==> config.mk <==
export PLATFORM = sky130hd
export DESIGN_NAME = irq_status_reg
export DESIGN_NICKNAME = d
export VERILOG_FILES = /design/src/rtl/irq_pkg.sv /design/src/rtl/irq_sticky_bit.sv /design/src/rtl/irq_grant_watchdog.sv /design/src/rtl/irq_event_qualify.sv /design/src/rtl/irq_status_reg.sv
export SDC_FILE = /design/constraint.sdc
export NUM_CORES = 1
export LEC_CHECK = 0
export BUFFER_PORTS_ARGS = -buffer_cell sky130_fd_sc_hd__clkbuf_2
export CAP_MARGIN = 20
export CORE_ASPECT_RATIO = 2
export CORE_MARGIN = 2
export CORE_UTILIZATION = 45
export DETAILED_ROUTE_END_ITERATION = 12
export PLACE_DENSITY = 0.69
export SLEW_MARGIN = 20
export SYNTH_ARGS = -nofsm -noshare
export SYNTH_HDL_FRONTEND = slang
export SYNTH_SLANG_ARGS = --single-unit
==> constraint.sdc <==
create_clock -name clk -period 2.2 [get_ports clk]
set_input_delay 0.33 -clock clk [delete_from_list [all_inputs] [get_ports clk]]
set_output_delay 0.33 -clock clk [all_outputs]
set_load 0.005 [all_outputs]
==> src/rtl/irq_pkg.sv <==
// Package irq_pkg
// Shared constants for the interrupt status register: source indices,
// the bit offset where status and mask fields start, and register words.
package irq_pkg;
    localparam int NSRC     = 5;
    localparam int SRC_LSB  = 8;
    // Index of each source inside the 5-bit status/mask vectors.
    localparam int SRC_IDON = 0;
    localparam int SRC_TINT = 1;
    localparam int SRC_RINT = 2;
    localparam int SRC_MERR = 3;
    localparam int SRC_MISS = 4;

    typedef enum logic [1:0] {
        W_CTRL = 2'd0,
        W_CFG  = 2'd1,
        W_TMO  = 2'd2
    } reg_word_e;
endpackage

==> src/rtl/irq_sticky_bit.sv <==
// Module irq_sticky_bit
// One sticky status bit. A set pulse wins over a same-cycle host clear.
// A kill (stop or soft reset) wins over everything.
// Assumes: all inputs synchronous to clk.
module irq_sticky_bit (
    input  logic clk,
    input  logic rst_n,
    input  logic kill,
    input  logic set,
    input  logic clr,
    output logic q
);
    // Hold, set or clear the status bit.
    always_ff @(posedge clk) begin
        if (!rst_n || kill) begin
            q <= 1'b0;
        end else begin
            q <= set | (q & ~clr);
        end
    end

    a_r3_set_wins: assert property (@(posedge clk) disable iff (!rst_n)
        (set && !kill) |=> q);
    a_r4_kill_clears: assert property (@(posedge clk) disable iff (!rst_n)
        kill |=> !q);
    a_r2_w1c_clears: assert property (@(posedge clk) disable iff (!rst_n)
        (clr && !set && !kill) |=> !q);
    a_r2_holds: assert property (@(posedge clk) disable iff (!rst_n)
        (q && !clr && !set && !kill) |=> q);
endmodule

==> src/rtl/irq_grant_watchdog.sv <==
// Module irq_grant_watchdog
// Measures how long a bus request has waited without a grant, in
// microseconds, using a prescaler of CLK_MHZ cycles. It emits a one-cycle
// fire pulse when the wait reaches tmo_us. A timeout of 0 never fires.
// Assumes: CLK_MHZ >= 2. Dropping the request or a grant restarts the count.
module irq_grant_watchdog #(
    parameter int CLK_MHZ = 125,
    parameter int TMO_W   = 18
) (
    input  logic             clk,
    input  logic             rst_n,
    input  logic             bus_req,
    input  logic             bus_gnt,
    input  logic [TMO_W-1:0] tmo_us,
    output logic             fire
);
    localparam int            PRE_W   = $clog2(CLK_MHZ);
    localparam logic [PRE_W-1:0] PRE_MAX = PRE_W'(CLK_MHZ - 1);

    logic             waiting;
    logic [PRE_W-1:0] pre_q;
    logic [TMO_W-1:0] us_q;
    logic             fired_q;
    logic             reached;

    assign waiting = bus_req & ~bus_gnt;
    assign reached = (us_q >= tmo_us);
    assign fire    = waiting & ~fired_q & (tmo_us != '0) & reached;

    // Count microseconds of ungranted request; freeze once the limit is met.
    always_ff @(posedge clk) begin
        if (!rst_n || !waiting) begin
            pre_q   <= '0;
            us_q    <= '0;
            fired_q <= 1'b0;
        end else begin
            if (fire) begin
                fired_q <= 1'b1;
            end
            if (!reached) begin
                if (pre_q == PRE_MAX) begin
                    pre_q <= '0;
                    us_q  <= us_q + 1'b1;
                end else begin
                    pre_q <= pre_q + 1'b1;
                end
            end
        end
    end

    a_r11_single_fire: assert property (@(posedge clk) disable iff (!rst_n)
        fire |=> !fire);
    a_r11_grant_blocks: assert property (@(posedge clk) disable iff (!rst_n)
        bus_gnt |-> !fire);
endmodule

==> src/rtl/irq_event_qualify.sv <==
// Module irq_event_qualify
// Turns raw controller event pulses into per-source set pulses, applying
// the early-receive and transmit-success suppression rules.
// Assumes: event inputs are single-cycle pulses.
module irq_event_qualify
    import irq_pkg::*;
(
    input  logic            ev_miss,
    input  logic            ev_rx_first,
    input  logic            ev_rx_last,
    input  logic            ev_tx_done,
    input  logic            ev_tx_ok,
    input  logic            ev_init_done,
    input  logic            wd_fire,
    input  logic            early_rx_en,
    input  logic            tx_ok_quiet,
    output logic [NSRC-1:0] set_vec
);
    // Map each qualified event onto its status index.
    always_comb begin
        set_vec           = '0;
        set_vec[SRC_MISS] = ev_miss;
        set_vec[SRC_MERR] = wd_fire;
        set_vec[SRC_RINT] = ev_rx_last | (ev_rx_first & early_rx_en);
        set_vec[SRC_TINT] = ev_tx_done & ~(tx_ok_quiet & ev_tx_ok);
        set_vec[SRC_IDON] = ev_init_done;
    end
endmodule

==> src/rtl/irq_status_reg.sv <==
// Module irq_status_reg
// Interrupt status/control register: five sticky sources with write-1-to-
// clear, per-source masks, global enable, pending and error summaries, a
// grant-timeout watchdog and a registered active-low interrupt output.
// Assumes: DATA_W >= 13 and TMO_W <= DATA_W; synchronous active-low reset.
module irq_status_reg
    import irq_pkg::*;
#(
    parameter int DATA_W  = 32,
    parameter int TMO_W   = 18,
    parameter int CLK_MHZ = 125,
    parameter int TMO_DEF = 153600
) (
    input  logic              clk,
    input  logic              rst_n,
    input  logic              soft_rst,
    input  logic              wr_en,
    input  logic [1:0]        wr_addr,
    input  logic [DATA_W-1:0] wr_data,
    input  logic [1:0]        rd_addr,
    output logic [DATA_W-1:0] rd_data,
    input  logic              ev_miss,
    input  logic              ev_rx_first,
    input  logic              ev_rx_last,
    input  logic              ev_tx_done,
    input  logic              ev_tx_ok,
    input  logic              ev_init_done,
    input  logic              bus_req,
    input  logic              bus_gnt,
    output logic              irq_n
);
    localparam int SRC_MSB = SRC_LSB + NSRC - 1;

    logic              iena_q;
    logic [NSRC-1:0]   mask_q;
    logic              early_rx_q;
    logic              tx_quiet_q;
    logic [TMO_W-1:0]  tmo_q;
    logic [NSRC-1:0]   status;
    logic [NSRC-1:0]   set_vec;
    logic [NSRC-1:0]   clr_vec;
    logic              wd_fire;
    logic              wr_ctrl;
    logic              wr_cfg;
    logic              wr_tmo;
    logic              kill;
    logic              intr;
    logic              err;

    assign wr_ctrl = wr_en && (wr_addr == W_CTRL);
    assign wr_cfg  = wr_en && (wr_addr == W_CFG);
    assign wr_tmo  = wr_en && (wr_addr == W_TMO);
    assign kill    = soft_rst | (wr_ctrl & wr_data[1]);
    assign clr_vec = wr_ctrl ? wr_data[SRC_MSB:SRC_LSB] : '0;
    assign intr    = |(status & ~mask_q);
    assign err     = status[SRC_MISS] | status[SRC_MERR];

    // Host-writable control and configuration fields.
    always_ff @(posedge clk) begin
        if (!rst_n) begin
            iena_q     <= 1'b0;
            mask_q     <= '0;
            early_rx_q <= 1'b0;
            tx_quiet_q <= 1'b0;
            tmo_q      <= TMO_W'(TMO_DEF);
        end else begin
            if (wr_ctrl) begin
                iena_q <= wr_data[0];
            end
            if (wr_cfg) begin
                early_rx_q <= wr_data[0];
                tx_quiet_q <= wr_data[1];
                mask_q     <= wr_data[SRC_MSB:SRC_LSB];
            end
            if (wr_tmo) begin
                tmo_q <= wr_data[TMO_W-1:0];
            end
        end
    end

    // Registered active-low interrupt output.
    always_ff @(posedge clk) begin
        if (!rst_n) begin
            irq_n <= 1'b1;
        end else begin
            irq_n <= ~(iena_q & intr);
        end
    end

    // Read multiplexer over the three register words.
    always_comb begin
        rd_data = '0;
        case (rd_addr)
            W_CTRL: begin
                rd_data[0]               = iena_q;
                rd_data[2]               = intr;
                rd_data[3]               = err;
                rd_data[SRC_MSB:SRC_LSB] = status;
            end
            W_CFG: begin
                rd_data[0]               = early_rx_q;
                rd_data[1]               = tx_quiet_q;
                rd_data[SRC_MSB:SRC_LSB] = mask_q;
            end
            W_TMO:   rd_data[TMO_W-1:0] = tmo_q;
            default: rd_data = '0;
        endcase
    end

    irq_grant_watchdog #(
        .CLK_MHZ (CLK_MHZ),
        .TMO_W   (TMO_W)
    ) u_wd (
        .clk     (clk),
        .rst_n   (rst_n),
        .bus_req (bus_req),
        .bus_gnt (bus_gnt),
        .tmo_us  (tmo_q),
        .fire    (wd_fire)
    );

    irq_event_qualify u_qual (
        .ev_miss      (ev_miss),
        .ev_rx_first  (ev_rx_first),
        .ev_rx_last   (ev_rx_last),
        .ev_tx_done   (ev_tx_done),
        .ev_tx_ok     (ev_tx_ok),
        .ev_init_done (ev_init_done),
        .wd_fire      (wd_fire),
        .early_rx_en  (early_rx_q),
        .tx_ok_quiet  (tx_quiet_q),
        .set_vec      (set_vec)
    );

    for (genvar i = 0; i < NSRC; i++) begin : g_src
        irq_sticky_bit u_bit (
            .clk   (clk),
            .rst_n (rst_n),
            .kill  (kill),
            .set   (set_vec[i]),
            .clr   (clr_vec[i]),
            .q     (status[i])
        );
    end

    a_r5_irq_follows: assert property (@(posedge clk) disable iff (!rst_n)
        (iena_q && |(status & ~mask_q)) |=> !irq_n);
    a_r5_irq_idle: assert property (@(posedge clk) disable iff (!rst_n)
        !iena_q |=> irq_n);
    a_r7_err_sticky: assert property (@(posedge clk) disable iff (!rst_n)
        (wd_fire && !kill) |=> (rd_addr != W_CTRL) || rd_data[3]);
endmodule

==> results of run 1 <==
-- through the flow --
step | utilization [%] | total power [mW] | worst slack [ns]
finish | 65.3 | 2.78 | -0.0678
global route | 65.3 | 2.87 | -0.153
CTS | 62.4 | 2.78 | -0.0141
detailed placement | 55.9 | 1.34 | -0.212
global placement | 55.9 | 1.34 | -0.107
floorplan | - | 1.25 | -0.0294
-- cell families after synthesis --
group / Yosys count / share of synthesized area, %
flops: 58 / 33.6
simple gates: 156 / 24.7
buf+inv: 64 / 8.61
fa+ha+maj: 25 / 9.04
mux: 8 / 2.31
other cells: 1 / 0.108
compound gates: 107 / 21.7
-- worst max-delay path: stages (launching register included) --
cell      delay, ns
dfxtp_2        0.34
inv_2          0.05
ha_4           0.22
a21o_1         0.15
a21o_1         0.19
a21oi_2        0.18
o211ai_1       0.15
buf_4          0.22
or4_1          0.54
a21oi_2        0.16
-- area by class of cell --
cell class | instances | share of cell area [%]
well taps | 94 | 2.39
repair buffers | 123 | 16.5
multi-input cells | 310 | 48.6
clock inverters | 2 | 0.711
flip-flops and latches | 58 | 24.0
inverters | 32 | 2.44
clock buffers | 14 | 5.36
-- routing by layer --
metal | vias up | wire length (microns) | global-route usage (%)
met5 | - | 0 | 0
met4 | 0 | 478 | 17.0
met3 | 30 | 417 | 4.30
met2 | 132 | 6000 | 47.4
met1 | 1670 | 3810 | 22.7
li1 | 1714 | - | -
-- cells in the mapped netlist (all sizes together) (9+ instances only) --
| master | count |
|---|---|
| o21ai | 11 |
| buf | 18 |
| and2 | 12 |
| a21oi | 33 |
| inv | 32 |
| nor2b | 9 |
| o31ai | 9 |
| nand3 | 13 |
| a21boi | 14 |
| dfxtp | 58 |
| nand2 | 56 |
| clkbuf | 14 |
| ha | 25 |
| nor2 | 19 |
-- final timing paths --
path / end / slack [ns] / depth (start not counted)
max: u_wd.us_q[5] / -0.07 / 9
min: g_src[0].u_bit.q / 0.22 / 3
max reg2reg: u_wd.us_q[5] / -0.07 / 9
min reg2reg: irq_n / 0.42 / 1
-- flip-flops by register name, summed over array words and instances, names as in the netlist --
register and count:
early_rx_q 1, mask_q 5, iena_q 1, irq_n 1, u_wd.us_q 18, g_src.u_bit.q 5, tmo_q 18, tx_quiet_q 1
u_wd.fired_q 1, u_wd.pre_q 7
-- power breakdown --
group          total [mW]  switching (mW)  internal, mW
clock network        1.42           0.482         0.937
registers            1.09          0.0173          1.08
logic               0.267           0.144         0.123
-- what timing repair did --
item | 4_1_cts | 5_1_grt
buffers inserted | 7 | 2
pin swaps | 23 | 17
hold buffers | 0 | 0
hold endpoints to repair | 0 | 0
resized for setup | 32 | 52
setup endpoints to repair | 24 | 27
==> impl_metrics.toml, run 1 <==
[outcome]
violations = "negative setup slack"
outcome = "finished, violations left"

[floorplan]
dieArea_sq_mm = 0.00845
fp.dieW_microns = 66
pin_count = 81
die_h_microns = 128
initial_core_util_pct = 45.9
rows = 45
core_sq_mm = 0.00754

[sta]
rsz0062_at_grt = "true"
max-slew-margin-rel_pct = 58.5
fmax_mhz = 441
finalCritPeriodShare_pct = 103
finalClockSkew_ns = 0.00625
finalHoldViolCount = 0
worst_pin_slew_ns = 0.621
tns_ns = -0.119
worst_slack_ns = -0.0678
maxSlewViolCount = 0
finalSetupViolations = 8
fin_crit_ns = 2.27
hold_ws_ns = 0.222

[detailed_routing]
ant_nets = 0
drc = 0
num_vias = 3546
drt_iter0_markers = 247
wl_microns = 10700
dr.pass1.iters = 6
viasPerCell = 5.60
post_drt_wl_per_cell_microns = 16.9

[synthesis]
synth-edff-count = 0
yosysUniqueCellTypes = 49
synth_top_area_share_pct = 33.6
dominantRegCellSynth = "dfxtp_1"
ys_seq_area_share_pct = 33.6
syn_area_per_cell_sq_um = 8.26
syn-cell-area_sq_mm = 0.00346
synth-seq-cells = 58
yosysWarnings = 0
async_flop_share_pct = 0
syn_inst = 419
synth_top_area_cell = "dfxtp_1"
synth_area_leaders = "dfxtp_1, ha_1, nand2_1, a21oi_1, inv_1"

[placement]
postPlaceCellArea_sq_mm = 0.00422
dp_hpwl_microns = 7470
dp_cells = 610
port_buffers = 52
routabilityCongestion = 0.829

[power_and_ir_drop]
pwr_density_cell_mw_per_mm2 = 564
peakVddDrop_mv = 0.418
leakage_nw = 2.02

[clock_network]
cts_sinks = 58
clock_latency_ns = 0.33
cts_tree = "done"
cts_root_buffer = "clkbuf_16"
path_clk_slew_ns = 0.05
cts_buffers = 9
clock_path_buffers = 2
cts-htree-levels = 3

[critical_path]
critPathLaunch = "tmo_q[15]"
end_kind = "flip-flop"
path_class = "flip-flop to flip-flop"
path_max_fanout = 9
cp_data_arrival_time_ns = 2.53
cp-start-kind = "flip-flop"
cp.required_ns = 2.46
reg2reg_from = "tmo_q[15]"

[global_route]
grt_use_total_pct = 24.9
grt_pass1_vias = 3499
antenna_found_initial = 0
gr-total-overflow = 0
grt_max_degree = 23
grt_pass1_wl_microns = 16000

[finish]
nFillCells = 603
ff_latch_area_sq_mm = 0.00118
finalNonFillerCells = 633
antenna-diode-count = 0
final_common_cell = "buf_4"
final_cell_mix = "buf_4, nand2_1, clkbuf_2"
multi_input_area_sq_mm = 0.00239
layout-drive-gt1-share_pct = 40.4
area_growth_pct = 42.4
nets = 607
final_area_sq_mm = 0.00492

[flow_run]
max_cap_violations = 0

[hold_path]
min_path_type = "input port to flip-flop"
worstHoldStart = "ev_init_done"
Power figures use the tool's default switching activity.
==> inputs of run 2 (changes only) <==
--- a/config.mk
+++ b/config.mk
@@ -12,6 +12,7 @@
 export CORE_UTILIZATION = 45
 export DETAILED_ROUTE_END_ITERATION = 12
 export PLACE_DENSITY = 0.69
+export REMOVE_ABC_BUFFERS = 1
 export SLEW_MARGIN = 20
 export SYNTH_ARGS = -nofsm -noshare
 export SYNTH_HDL_FRONTEND = slang
==> run 2 against run 1 <==
The flow still finishes with violations (negative setup slack). Combinational power shrank 1%. Global-route usage grew 1.5 points. Hold slack gained 0.0028 ns. Via count grew 2.3%. Clock skew shrank 0.0013 ns. Die area is the same. Clock power is essentially flat. Worst setup slack lost 0.12 ns.
==> impl_metrics.toml, run 2 (same netlist as run 1, synthesis figures left out) <==
[outcome]
outcome = "finished, violations left"
violations = "negative setup slack"

[floorplan]
core_sq_mm = 0.00754
dieArea_sq_mm = 0.00845
pin_count = 81
fp.dieW_microns = 66
initial_core_util_pct = 45.9
die_h_microns = 128
rows = 45

[clock_network]
cts-htree-levels = 3
path_clk_slew_ns = 0.05
cts_tree = "done"
clock_latency_ns = 0.34
cts_sinks = 58
clock_path_buffers = 2
cts_buffers = 9
holdBufCountCts = 0
cts_root_buffer = "clkbuf_16"

[critical_path]
cp.required_ns = 2.48
cpMostUsedCell = "buf_4"
path_cells = "inv_2 -> ha_4 -> nand4_1 -> buf_4 -> nor2_2 -> a22oi_2 -> buf_4 -> buf_4 -> o2111ai_2 -> buf_6 -> or4_4 -> a21oi_2"
cp-start-kind = "flip-flop"
path_class = "flip-flop to flip-flop"
slowest_stage = "or4_4"
end_kind = "flip-flop"
path_delay_family = "simple AND/OR/NAND/NOR gates"
cp_data_arrival_time_ns = 2.66
critical-path-max-stage-delay_ns = 0.54
critPathBufInv = 5
path_max_fanout = 8

[global_route]
grt_use_total_pct = 26.4
antenna_found_initial = 0
grt_pass1_vias = 3720
grt_pass1_wl_microns = 16900
gr-total-overflow = 0
grt_max_degree = 23

[finish]
nFillCells = 588
multi_input_area_sq_mm = 0.00240
antenna-diode-count = 0
top_regs = "tmo_q x18, u_wd.us_q x18, u_wd.pre_q x7"
ff_latch_area_sq_mm = 0.00118
area_growth_pct = 44.6
final_common_cell = "buf_4"
layout-drive-gt1-share_pct = 40.7
finalNonFillerCells = 639
final_cell_mix = "buf_4, nand2_1, clkbuf_2"
nets = 614

[detailed_routing]
viasPerCell = 5.67
post_drt_wl_per_cell_microns = 17.2
num_vias = 3626
ant_nets = 0
wl_microns = 11000
drc = 0
dr.pass1.iters = 5
drt_iter0_markers = 169

[placement]
routabilityCongestion = 0.909
dp_cells = 611
port_buffers = 52
dp_hpwl_microns = 7480

[sta]
hold_ws_ns = 0.225
rsz0062_at_grt = "true"
maxSlewViolCount = 0
worst_slack_ns = -0.183
max-slew-margin-rel_pct = 57.1
fin_crit_ns = 2.38
worst_pin_slew_ns = 0.641
finalClockSkew_ns = 0.00494
finalCritPeriodShare_pct = 108
fmax_mhz = 420
finalHoldViolCount = 0
finalSetupViolations = 24

[power_and_ir_drop]
pwr_density_cell_mw_per_mm2 = 558
peakVddDrop_mv = 0.356
leakage_nw = 2.06
p_total_mw = 2.79

[flow_run]
max_cap_violations = 0

[hold_path]
min_path_type = "input port to flip-flop"
-- run 2: power by group --
group / switching (mW) / internal [mW] / leakage [nW] / total (mW)
clock network: 0.473 / 0.959 / 0.152 / 1.43
registers: 0.0172 / 1.08 / 0.474 / 1.09
logic: 0.145 / 0.119 / 1.43 / 0.263
-- run 2: final cells by class --
class                           count  area share (%)
Multi-Input combinational cell    310            48.1
Inverter                           32            2.40
Tap cell                           94            2.35
Clock inverter                      2           0.701
Clock buffer                       13            5.40
Timing Repair Buffer              130            17.5
Sequential cell                    58            23.5
-- run 2: final timing paths --
check,from,endpoint,slack (ns),cells after the start
worst min register to register,iena_q,irq_n,0.42,1
worst min-delay path,ev_miss,g_src[4].u_bit.q,0.22,3
worst max-delay path,tmo_q[13],u_wd.us_q[8],-0.18,12
worst max register to register,tmo_q[13],u_wd.us_q[8],-0.18,12
-- run 2: tightest hold or removal path, delay by kind of cell --
kind	cells	cell delay, ns
buffers and inverters	1	0.08
AND/OR/NAND/NOR	1	0.08
AO/OA/AOI/OAI	1	0.03
-- run 2: what timing repair did --
action / CTS / global route
pin swaps: 33 / 22
gates resized for setup: 58 / 32
setup buffers: 8 / 4
cloned: 2 / 0
setup endpoints to repair: 20 / 27
-- run 2: through the flow --
| stage | util [%] | setup TNS (ns) | setup WS [ns] | cell area (sq um) |
|---|---|---|---|---|
| detailed placement | 55.6 | -1.82 | -0.232 | 4200 |
| CTS | 64.2 | 0 | 0.00179 | 4840 |
| global placement | 55.6 | -1.78 | -0.233 | 4200 |
| floorplan | - | -12.54 | -0.679 | 3330 |
| global route | 66.3 | -4.99 | -0.245 | 5000 |
| finish | 66.3 | -2.42 | -0.183 | 5000 |
-- run 2: layer usage --
| layer | vias to the layer above | share of wire [%] | global-route usage, % |
|---|---|---|---|
| met3 | 34 | 3.7 | 5.44 |
| met5 | - | 0 | 0 |
| met2 | 110 | 58 | 52.3 |
| met1 | 1751 | 34 | 22.9 |
| li1 | 1731 | - | - |
| met4 | 0 | 4.0 | 15.0 |
==> inputs of run 3 (changes only) <==
--- a/config.mk
+++ b/config.mk
@@ -10,9 +10,9 @@
 export CORE_ASPECT_RATIO = 2
 export CORE_MARGIN = 2
 export CORE_UTILIZATION = 45
+export CTS_BUF_LIST = sky130_fd_sc_hd__clkbuf_8
 export DETAILED_ROUTE_END_ITERATION = 12
 export PLACE_DENSITY = 0.69
-export REMOVE_ABC_BUFFERS = 1
 export SLEW_MARGIN = 20
 export SYNTH_ARGS = -nofsm -noshare
 export SYNTH_HDL_FRONTEND = slang
==> run 3 against run 2 <==
The run still ends with negative setup slack left. Total power decreased by 15%. Worst setup slack improved by 0.093 ns. Sequential cell count unchanged. Count of clock-buffer cells in the layout decreased by 2. Cell count increased by 0.94%. First-iteration DRC count increased by 14%. Clock skew increased by 0.0030 ns. Register-to-register slack improved by 0.09 ns. Critical path type unchanged. Critical endpoint is now u_wd.fired_q. Largest cell class unchanged. Highest routed layer unchanged.
==> impl_metrics.toml, run 3 (same netlist as run 1, synthesis figures left out) <==
[outcome]
outcome = "finished, violations left"
violations = "negative setup slack"

[power_and_ir_drop]
p_clk_share_pct = 42.6
seq_power_share_pct = 45.7
leakage_nw = 2.05
power_frac_comb_pct = 11.7
p_int_mw = 1.78
power.switching_uw = 607
pwr_density_cell_mw_per_mm2 = 480
peakVddDrop_mv = 0.322
p_sw_share_pct = 25.5

[global_route]
grt_pass1_vias = 3510
grt_max_degree = 23
antenna_found_initial = 0
gr-total-overflow = 0
grt_use_total_pct = 25.1
grt_pass1_wl_microns = 16100

[finish]
final_area_sq_mm = 0.00497
area_growth_pct = 43.6
layout-drive-gt1-share_pct = 42.3
nets = 619
postLayoutCoreUtil_pct = 65.9
antenna-diode-count = 0
final_cell_mix = "buf_4, nand2_1, clkbuf_2"
final_common_cell = "buf_4"
top_regs = "tmo_q x18, u_wd.us_q x18, u_wd.pre_q x7"

[floorplan]
rows = 45
initial_core_util_pct = 45.9
die_h_microns = 128
dieArea_sq_mm = 0.00845
core_sq_mm = 0.00754
pin_count = 81
fp.dieW_microns = 66

[sta]
fin_crit_ns = 2.29
finalSetupViolations = 12
tns_ns = -0.471
hold_ws_ns = 0.196
worst_pin_slew_ns = 0.624
rsz0062_at_grt = "true"
finalClockSkew_ns = 0.00799
finalHoldViolCount = 0
fmax_mhz = 437
worst_slack_ns = -0.0898
maxSlewViolCount = 0
finalCritPeriodShare_pct = 104
max-slew-margin-rel_pct = 58.3

[critical_path]
end_kind = "flip-flop"
cp-start-kind = "flip-flop"
cp.required_ns = 2.47
path_class = "flip-flop to flip-flop"
path_max_fanout = 8
critical-path-max-stage-delay_ns = 0.35
cp_data_arrival_time_ns = 2.56
slowest_stage = "dfxtp_2"
path_cells = "inv_2 -> ha_4 -> nand4_1 -> buf_4 -> nor4_4 -> inv_2 -> o211ai_1 -> buf_4 -> buf_6 -> buf_6 -> a21oi_1 -> nor2_1"

[clock_network]
path_clk_slew_ns = 0.07
holdBufCountCts = 0
cts_tree = "done"
cts_root_buffer = "clkbuf_8"
cts_sinks = 58
cts_buffers = 9
clock_path_buffers = 2
clock_latency_ns = 0.35
cts-htree-levels = 3

[detailed_routing]
met1Wirelength_microns = 3750
drt_iter0_markers = 192
wl_met3_microns = 382
post_drt_wl_per_cell_microns = 16.5
wl_met2_microns = 5960
dr.pass1.iters = 6
wl_microns = 10700
ant_nets = 0
viasPerCell = 5.61
top_layer = "met4"
num_vias = 3621
drc = 0

[placement]
port_buffers = 52
place_worst_setup_slack_ns = -0.212
dp_hpwl_microns = 7470
postPlaceCellArea_sq_mm = 0.00422
routabilityCongestion = 0.829

[flow_run]
max_cap_violations = 0

[hold_path]
min_path_type = "input port to flip-flop"
## run 3: path summary, 6_finish.rpt
kind	startpoint	end	slack, ns	cells after the start
setup / recovery	tmo_q[13]	u_wd.fired_q	-0.09	12
hold / removal	ev_init_done	g_src[0].u_bit.q	0.20	3
setup reg to reg	tmo_q[13]	u_wd.fired_q	-0.09	12
hold reg to reg	iena_q	irq_n	0.42	1
## run 3: cell type report
class	count	area, sq um
inverter	32	120
clock buffer	11	151
clock inverter	5	46.3
tap	94	118
fill	599	2580
multi-input combinational	310	2420
timing repair buffer	135	928
sequential	58	1180
## run 3: power groups by stage
stage	Combinational, mW	Sequential, mW	Clock [mW]
detailed placement	0.233	1.11	0
CTS	0.256	1.09	1.02
floorplan	0.141	1.11	0
global route	0.305	1.09	1.07
global placement	0.228	1.11	0
finish	0.279	1.09	1.01
## run 3: layer usage
layer / GRT usage [%] / vias up
met4: 16.1 / 0
met2: 48.1 / 108
li1: - / 1730
met1: 23.0 / 1742
met5: 0 / -
met3: 4.30 / 41
## run 3: repair_timing
| action | 4_1_cts | 5_1_grt |
|---|---|---|
| hold endpoints to repair | 0 | 0 |
| pin swaps | 28 | 35 |
| endpoints found under the setup margin | 24 | 27 |
| buffers inserted | 11 | 7 |
| gates cloned | 0 | 1 |
| resized for setup | 37 | 59 |
## run 3: through the flow
stage,total power [mW],std cells
after floorplan,1.25,432
after global routing,2.47,645
after global placement,1.34,610
after detailed placement,1.34,610
final,2.38,645
after CTS,2.37,637
## run 3: worst max-delay path, delay by kind of cell, from the launching register on
family	cells	cell delay, ns
compound gates	2	0.30
simple gates	3	0.51
buf+inv	6	0.79
fa+ha+maj	1	0.28
flops	1	0.35
